### config.mk
export PLATFORM = sky130hd
export DESIGN_NAME = card_window_xlat
export DESIGN_NICKNAME = d
export VERILOG_FILES = /design/src/rtl/card_window_xlat.sv
export SDC_FILE = /design/constraint.sdc
export NUM_CORES = 1
export LEC_CHECK = 0
export ABC_AREA = 1
export CAP_MARGIN = 40
export CORE_UTILIZATION = 40
export CTS_BUF_LIST = sky130_fd_sc_hd__clkbuf_2 sky130_fd_sc_hd__clkbuf_4 sky130_fd_sc_hd__clkbuf_8
export DETAILED_ROUTE_END_ITERATION = 16
export PLACE_DENSITY = 0.66
export REMOVE_ABC_BUFFERS = 1
export SYNTH_ARGS = -nofsm -noshare
export SYNTH_HDL_FRONTEND = slang
export SYNTH_SLANG_ARGS = --single-unit
### constraint.sdc
create_clock -name clk -period 1.4 [get_ports clk]
set_input_delay 0.21 -clock clk [delete_from_list [all_inputs] [get_ports clk]]
set_output_delay 0.21 -clock clk [all_outputs]
set_load 0.05 [all_outputs]
### src/rtl/card_window_xlat.sv
module card_window_xlat #(
  parameter int NUM_WIN = 3,
  parameter int PAGE_W  = 6,
  parameter int OFF_W   = 20,
  parameter int SEL_W   = 2,
  parameter int RA_W    = 5
) (
  input  logic                      clk,
  input  logic                      rst_n,
  input  logic                      reg_we,
  input  logic [RA_W-1:0]           reg_addr,
  input  logic [15:0]               reg_wdata,
  output logic [15:0]               reg_rdata,
  input  logic                      host_req,
  input  logic [SEL_W+OFF_W-1:0]    host_addr,
  output logic                      card_valid,
  output logic [PAGE_W+OFF_W-1:0]   card_addr,
  output logic [1:0]                card_space,
  output logic                      space_err,
  output logic                      unmapped,
  output logic [4:0]                strobe_len,
  output logic [1:0]                strobe_dly,
  output logic [1:0]                recov_dly,
  output logic [1:0]                wait_dly,
  output logic                      wait_need
);
  localparam int HOST_AW = SEL_W + OFF_W;
  localparam int CARD_AW = PAGE_W + OFF_W;
  localparam logic [15:0] W0_MASK = 16'h7FFF;
  localparam logic [15:0] W1_MASK = 16'h001F;
  localparam logic [1:0]  SP_BAD  = 2'b11;

  logic [15:0] w0 [NUM_WIN];
  logic [15:0] w1 [NUM_WIN];

  for (genvar w = 0; w < NUM_WIN; w++) begin : g_win
    always_ff @(posedge clk or negedge rst_n) begin
      if (!rst_n) begin
        w0[w] <= '0;
        w1[w] <= '0;
      end else if (reg_we) begin
        if (reg_addr == RA_W'(4*w))     w0[w] <= reg_wdata & W0_MASK;
        if (reg_addr == RA_W'(4*w + 2)) w1[w] <= reg_wdata & W1_MASK;
      end
    end
  end

  always_comb begin
    reg_rdata = '0;
    for (int w = 0; w < NUM_WIN; w++) begin
      if (reg_addr == RA_W'(4*w))     reg_rdata = w0[w];
      if (reg_addr == RA_W'(4*w + 2)) reg_rdata = w1[w];
    end
  end

  logic [SEL_W-1:0] sel;
  logic [15:0]      s0, s1;
  logic             in_range, bad_sp, hit;

  assign sel = host_addr[HOST_AW-1:OFF_W];

  always_comb begin
    s0 = '0;
    s1 = '0;
    in_range = 1'b0;
    for (int w = 0; w < NUM_WIN; w++) begin
      if (sel == SEL_W'(w)) begin
        s0 = w0[w];
        s1 = w1[w];
        in_range = 1'b1;
      end
    end
  end

  assign bad_sp = (s0[7:6] == SP_BAD);
  assign hit    = in_range && !bad_sp;

  always_ff @(posedge clk or negedge rst_n) begin
    if (!rst_n) begin
      card_valid <= 1'b0;
      space_err  <= 1'b0;
      unmapped   <= 1'b0;
      card_addr  <= '0;
      card_space <= '0;
      strobe_len <= '0;
      strobe_dly <= '0;
      recov_dly  <= '0;
      wait_dly   <= '0;
      wait_need  <= 1'b0;
    end else begin
      card_valid <= host_req && hit;
      space_err  <= host_req && in_range && bad_sp;
      unmapped   <= host_req && !in_range;
      if (host_req && hit) begin
        card_addr  <= CARD_AW'({s0[PAGE_W-1:0], host_addr[OFF_W-1:0]});
        card_space <= s0[7:6];
        strobe_len <= s0[14:10];
        strobe_dly <= s0[9:8];
        recov_dly  <= s1[4:3];
        wait_dly   <= s1[2:1];
        wait_need  <= s1[0];
      end else begin
        card_addr  <= '0;
        card_space <= '0;
        strobe_len <= '0;
        strobe_dly <= '0;
        recov_dly  <= '0;
        wait_dly   <= '0;
        wait_need  <= 1'b0;
      end
    end
  end
endmodule


==> summary.txt <==
Clock tree
  – CTS tree: yes
  – Root buf cell: clkbuf_8
  – Clk_lat worst skew: 0.37 ns
  – # H-tree levels: 3
  – Clock sink count: 103
  – CTS Buffer Depth: 2
  – Total CTS buffers: 9
  – Clk slew on worst S/H paths: 0.11 ns

Hold path
  – Worst hold path type: in2async

Drt
  – WL final: 12.6 mm
  – Initial drt markers: 231
  – Post-route DRC: 0
  – Drt via density: 5.00
  – Pre-Repair DR Iteration Count: 4
  – Vias: 4,166
  – Routed WL per cell: 15.1 um
  – Post-route ant nets: 0

Critical path
  – Worst path max stage delay: 0.18 ns
  – CP Data Required Time: 1.19 ns
  – Startpoint types: input pin
  – CP Buf/Inv Count: 5
  – Setup slack, reg-to-reg: 0.22 ns
  – Crit path max-delay family: buffers and inverters
  – Worst-path maximum fanout: 5
  – Setup Crit Path Kind: in2out
  – Arrival @ worst endpoint: 1.41 ns
  – CP endpoint kind: output pin
  – Slowest-stage cell, CP: nor2_4
  – CP Cell Sequence: buf_8 > nor2_4 > nand2_4 > nor2_4 > buf_6 > buf_6 > buf_8 > nand2_1 > nand4_1 > buf_12

Placed design
  – Number of port buffers: 103
  – Dpl ws: -0.618 ns
  – Inst Count DP: 788
  – HPWL after DPL: 8.56 mm
  – Routability Congestion: 0.839

Layout
  – Fillcell total: 909
  – Post-Layout Cell Count: 834
  – Sequential Area: 0.00258 mm^2
  – Area occupied by multi-input gates: 0.00178 mm^2
  – Layout Nets: 736
  – Diodes inserted: 0
  – Area delta synth->final: 60.5%
  – Share of cells above drive strength 1: 32.1%

Job
  – Max-Cap Viols: 0

Synth
  – Mean Syn Cell Area: 8.82 um^2
  – Synth top area cells: dfrtp_1 (56%), nand2_1 (11%), o21ai_1 (5.2%), inv_1 (4.4%), nor2_1 (3.8%)
  – Synth Area in Compound Gates: 11.5%
  – Synth unique cells: 26
  – Area share of the largest cell type after synthesis: 56.2%
  – Largest family of logic cells by synthesized area: simple AND/OR/NAND/NOR gates
  – Yosys warnings: 0
  – Syn Std Cell Area: 0.00459 mm^2
  – Post-Synth Simple-Gate Area: 23.7%
  – Yosys reg bits: 103
  – Adder-Cell Fraction of Synth Area: 0%
  – Mux contribution to synthesized area: 0%
  – Synth Instances: 520
  – Synth Area in XOR/XNOR: 0%
  – Post-synthesis sequential area ratio: 56.2%
  – Synth area leader: dfrtp_1

Die
  – Core ar.: 0.0110 mm^2
  – Chip width: 109 um
  – Total die area: 0.0119 mm^2
  – IO Count: 106
  – Initial Utilization: 41.6%
  – DIE HEIGHT: 109 um
  – Row count: 38

STA
  – Fin worst setup slack: -0.220 ns
  – Final worst path period share: 116%
  – Worst hold slack: 0.321 ns
  – Clock skew: 0.0105 ns
  – Max Freq: 0.617 GHz
  – Finish-stage setup viols: 16
  – Hold Vio Cnt, Final: 0
  – RSZ-0062 raised after global routing: yes
  – Final Max Tran Viols: 0
  – Tmin final: 1.62 ns
  – Setup TNS: -2.38 ns

GRT
  – Largest net degree at the start of global routing: 31
  – First-pass GRT wire length: 19.7 mm
  – Initial antenna violation count: 0
  – Gr usage total: 21.8%
  – Total gr overflow: 0
  – Vias in the first global route: 4,112

Outcome
  – Failing checks: setup timing
  – Outcome: finished, violations left

Power and ir drop
  – Net Sw Frac: 32.9%
  – Int Power: 4.98 mW
  – Combinational share of power: 25.7%
  – Sequential Power Share: 49.8%
  – Clock power share: 24.5%
  – Leak: 3.61 nW
  – Sw Pwr: 2.44 mW
  – Maximum vdd ir drop: 714 uV
  – Power Dens Cells: 1010 mW/mm^2
Yosys cell counts (all sizes together):
library cell / count
nand2: 140
dfrtp: 103
o21ai: 70
nor2: 63
inv: 62
buf: 23
nand4: 16
nand3: 13
a21oi: 11
o211ai: 8
o221ai: 7
nor3: 2
clkbuf: 1
conb: 1
layer usage:
metal	track usage, %	up-vias	share of wire, %
met1	28.8	1970	44
met5	0	-	0
met4	8.59	0	1.5
met2	36.2	177	49
li1	-	2001	-
met3	2.99	18	6.1
power by group through the flow:
stage | clock (mW) | sequential (mW) | combinational (mW)
3_5_place_dp | 0 | 3.73 | 1.72
5_1_grt | 2.00 | 3.74 | 2.07
6_report | 1.81 | 3.69 | 1.91
2_1_floorplan | 0 | 3.88 | 0.627
3_3_place_gp | 0 | 3.72 | 1.68
4_1_cts | 1.85 | 3.67 | 1.87
metrics by stage:
step / power (mW) / instance area, um^2 / utilization, %
after floorplan: 4.51 / 4430 / -
after global placement: 5.40 / 6670 / 60.5
after detailed placement: 5.45 / 6670 / 60.5
after CTS: 7.39 / 7210 / 65.4
after global routing: 7.80 / 7370 / 66.8
final: 7.41 / 7370 / 66.8
worst paths after layout:
kind	startpoint	end	cells past startpoint
min in group clk	host_addr[6]	card_addr[6]$_DFF_PN0_	3
setup / recovery	reg_addr[4]	reg_rdata[1]	10
setup reg to reg	w0[7]$_DFFE_PN0P_	strobe_len[4]$_DFF_PN0_	6
max in group asynchronous	rst_n	wait_dly[1]$_DFF_PN0_	3
hold / removal	rst_n	w0[40]$_DFFE_PN0P_	2
hold reg to reg	w0[28]$_DFFE_PN0P_	w0[28]$_DFFE_PN0P_	2
cells by family after synthesis:
| logic type | after synthesis |
|---|---|
| AO/OA/AOI/OAI | 96 |
| buffers and inverters | 86 |
| flip-flops | 103 |
| other | 1 |
| AND/OR/NAND/NOR | 234 |
cell usage in the layout, fill, tap and decap left out:
cell type / netlist / layout
inv_6: 0 / 1
a21oi_1: 11 / 11
inv_2: 6 / 9
inv_1: 54 / 50
clkinvlp_4: 0 / 1
nand4_1: 16 / 16
inv_4: 2 / 3
conb_1: 1 / 1
inv_8: 0 / 2
clkbuf_8: 0 / 9
nor2_1: 47 / 38
o21ai_1: 48 / 48
nand2_1: 132 / 120
clkbuf_16: 0 / 4
o221ai_1: 7 / 7
nor3_1: 1 / 1
nand2_2: 7 / 10
dlygate4sd2_1: 0 / 1
clkdlybuf4s50_1: 0 / 38
buf_12: 1 / 63
nand3_1: 11 / 6
buf_6: 3 / 12
buf_8: 0 / 5
o211ai_1: 8 / 8
buf_2: 18 / 2
dlygate4sd3_1: 0 / 1
nor3_2: 1 / 1
clkinv_4: 0 / 3
nor2_4: 14 / 18
nand3_4: 0 / 3
dfrtp_1: 103 / 103
nor2_2: 2 / 7
buf_4: 1 / 56
nand3_2: 2 / 4
o21ai_0: 22 / 22
nand2_4: 1 / 10
sequential cells by signal, indices dropped and copies added, names as in the netlist:
name        flops
card_addr      26
card_space      2
card_valid      1
recov_dly       2
space_err       1
strobe_dly      2
strobe_len      5
unmapped        1
w0             45
w1             15
wait_dly        2
wait_need       1
final cells by class:
cell class / instances / area share, %
Tap cell: 140 / 2.38
Timing Repair Buffer: 182 / 32.6
Clock inverter: 7 / 0.883
Inverter: 62 / 3.26
Sequential cell: 103 / 35.0
Clock buffer: 9 / 1.68
Multi-Input combinational cell: 331 / 24.2
repair_timing:
| action | CTS | global route |
|---|---|---|
| setup endpoints to repair | 104 | 41 |
| pin swaps | 35 | 22 |
| hold buffers | 1 | 0 |
| cloned | 1 | 2 |
| hold endpoints to repair | 26 | 0 |
| gates resized for setup | 69 | 32 |
| buffers inserted | 22 | 4 |
No activity file was read; power rests on OpenSTA's default activity.
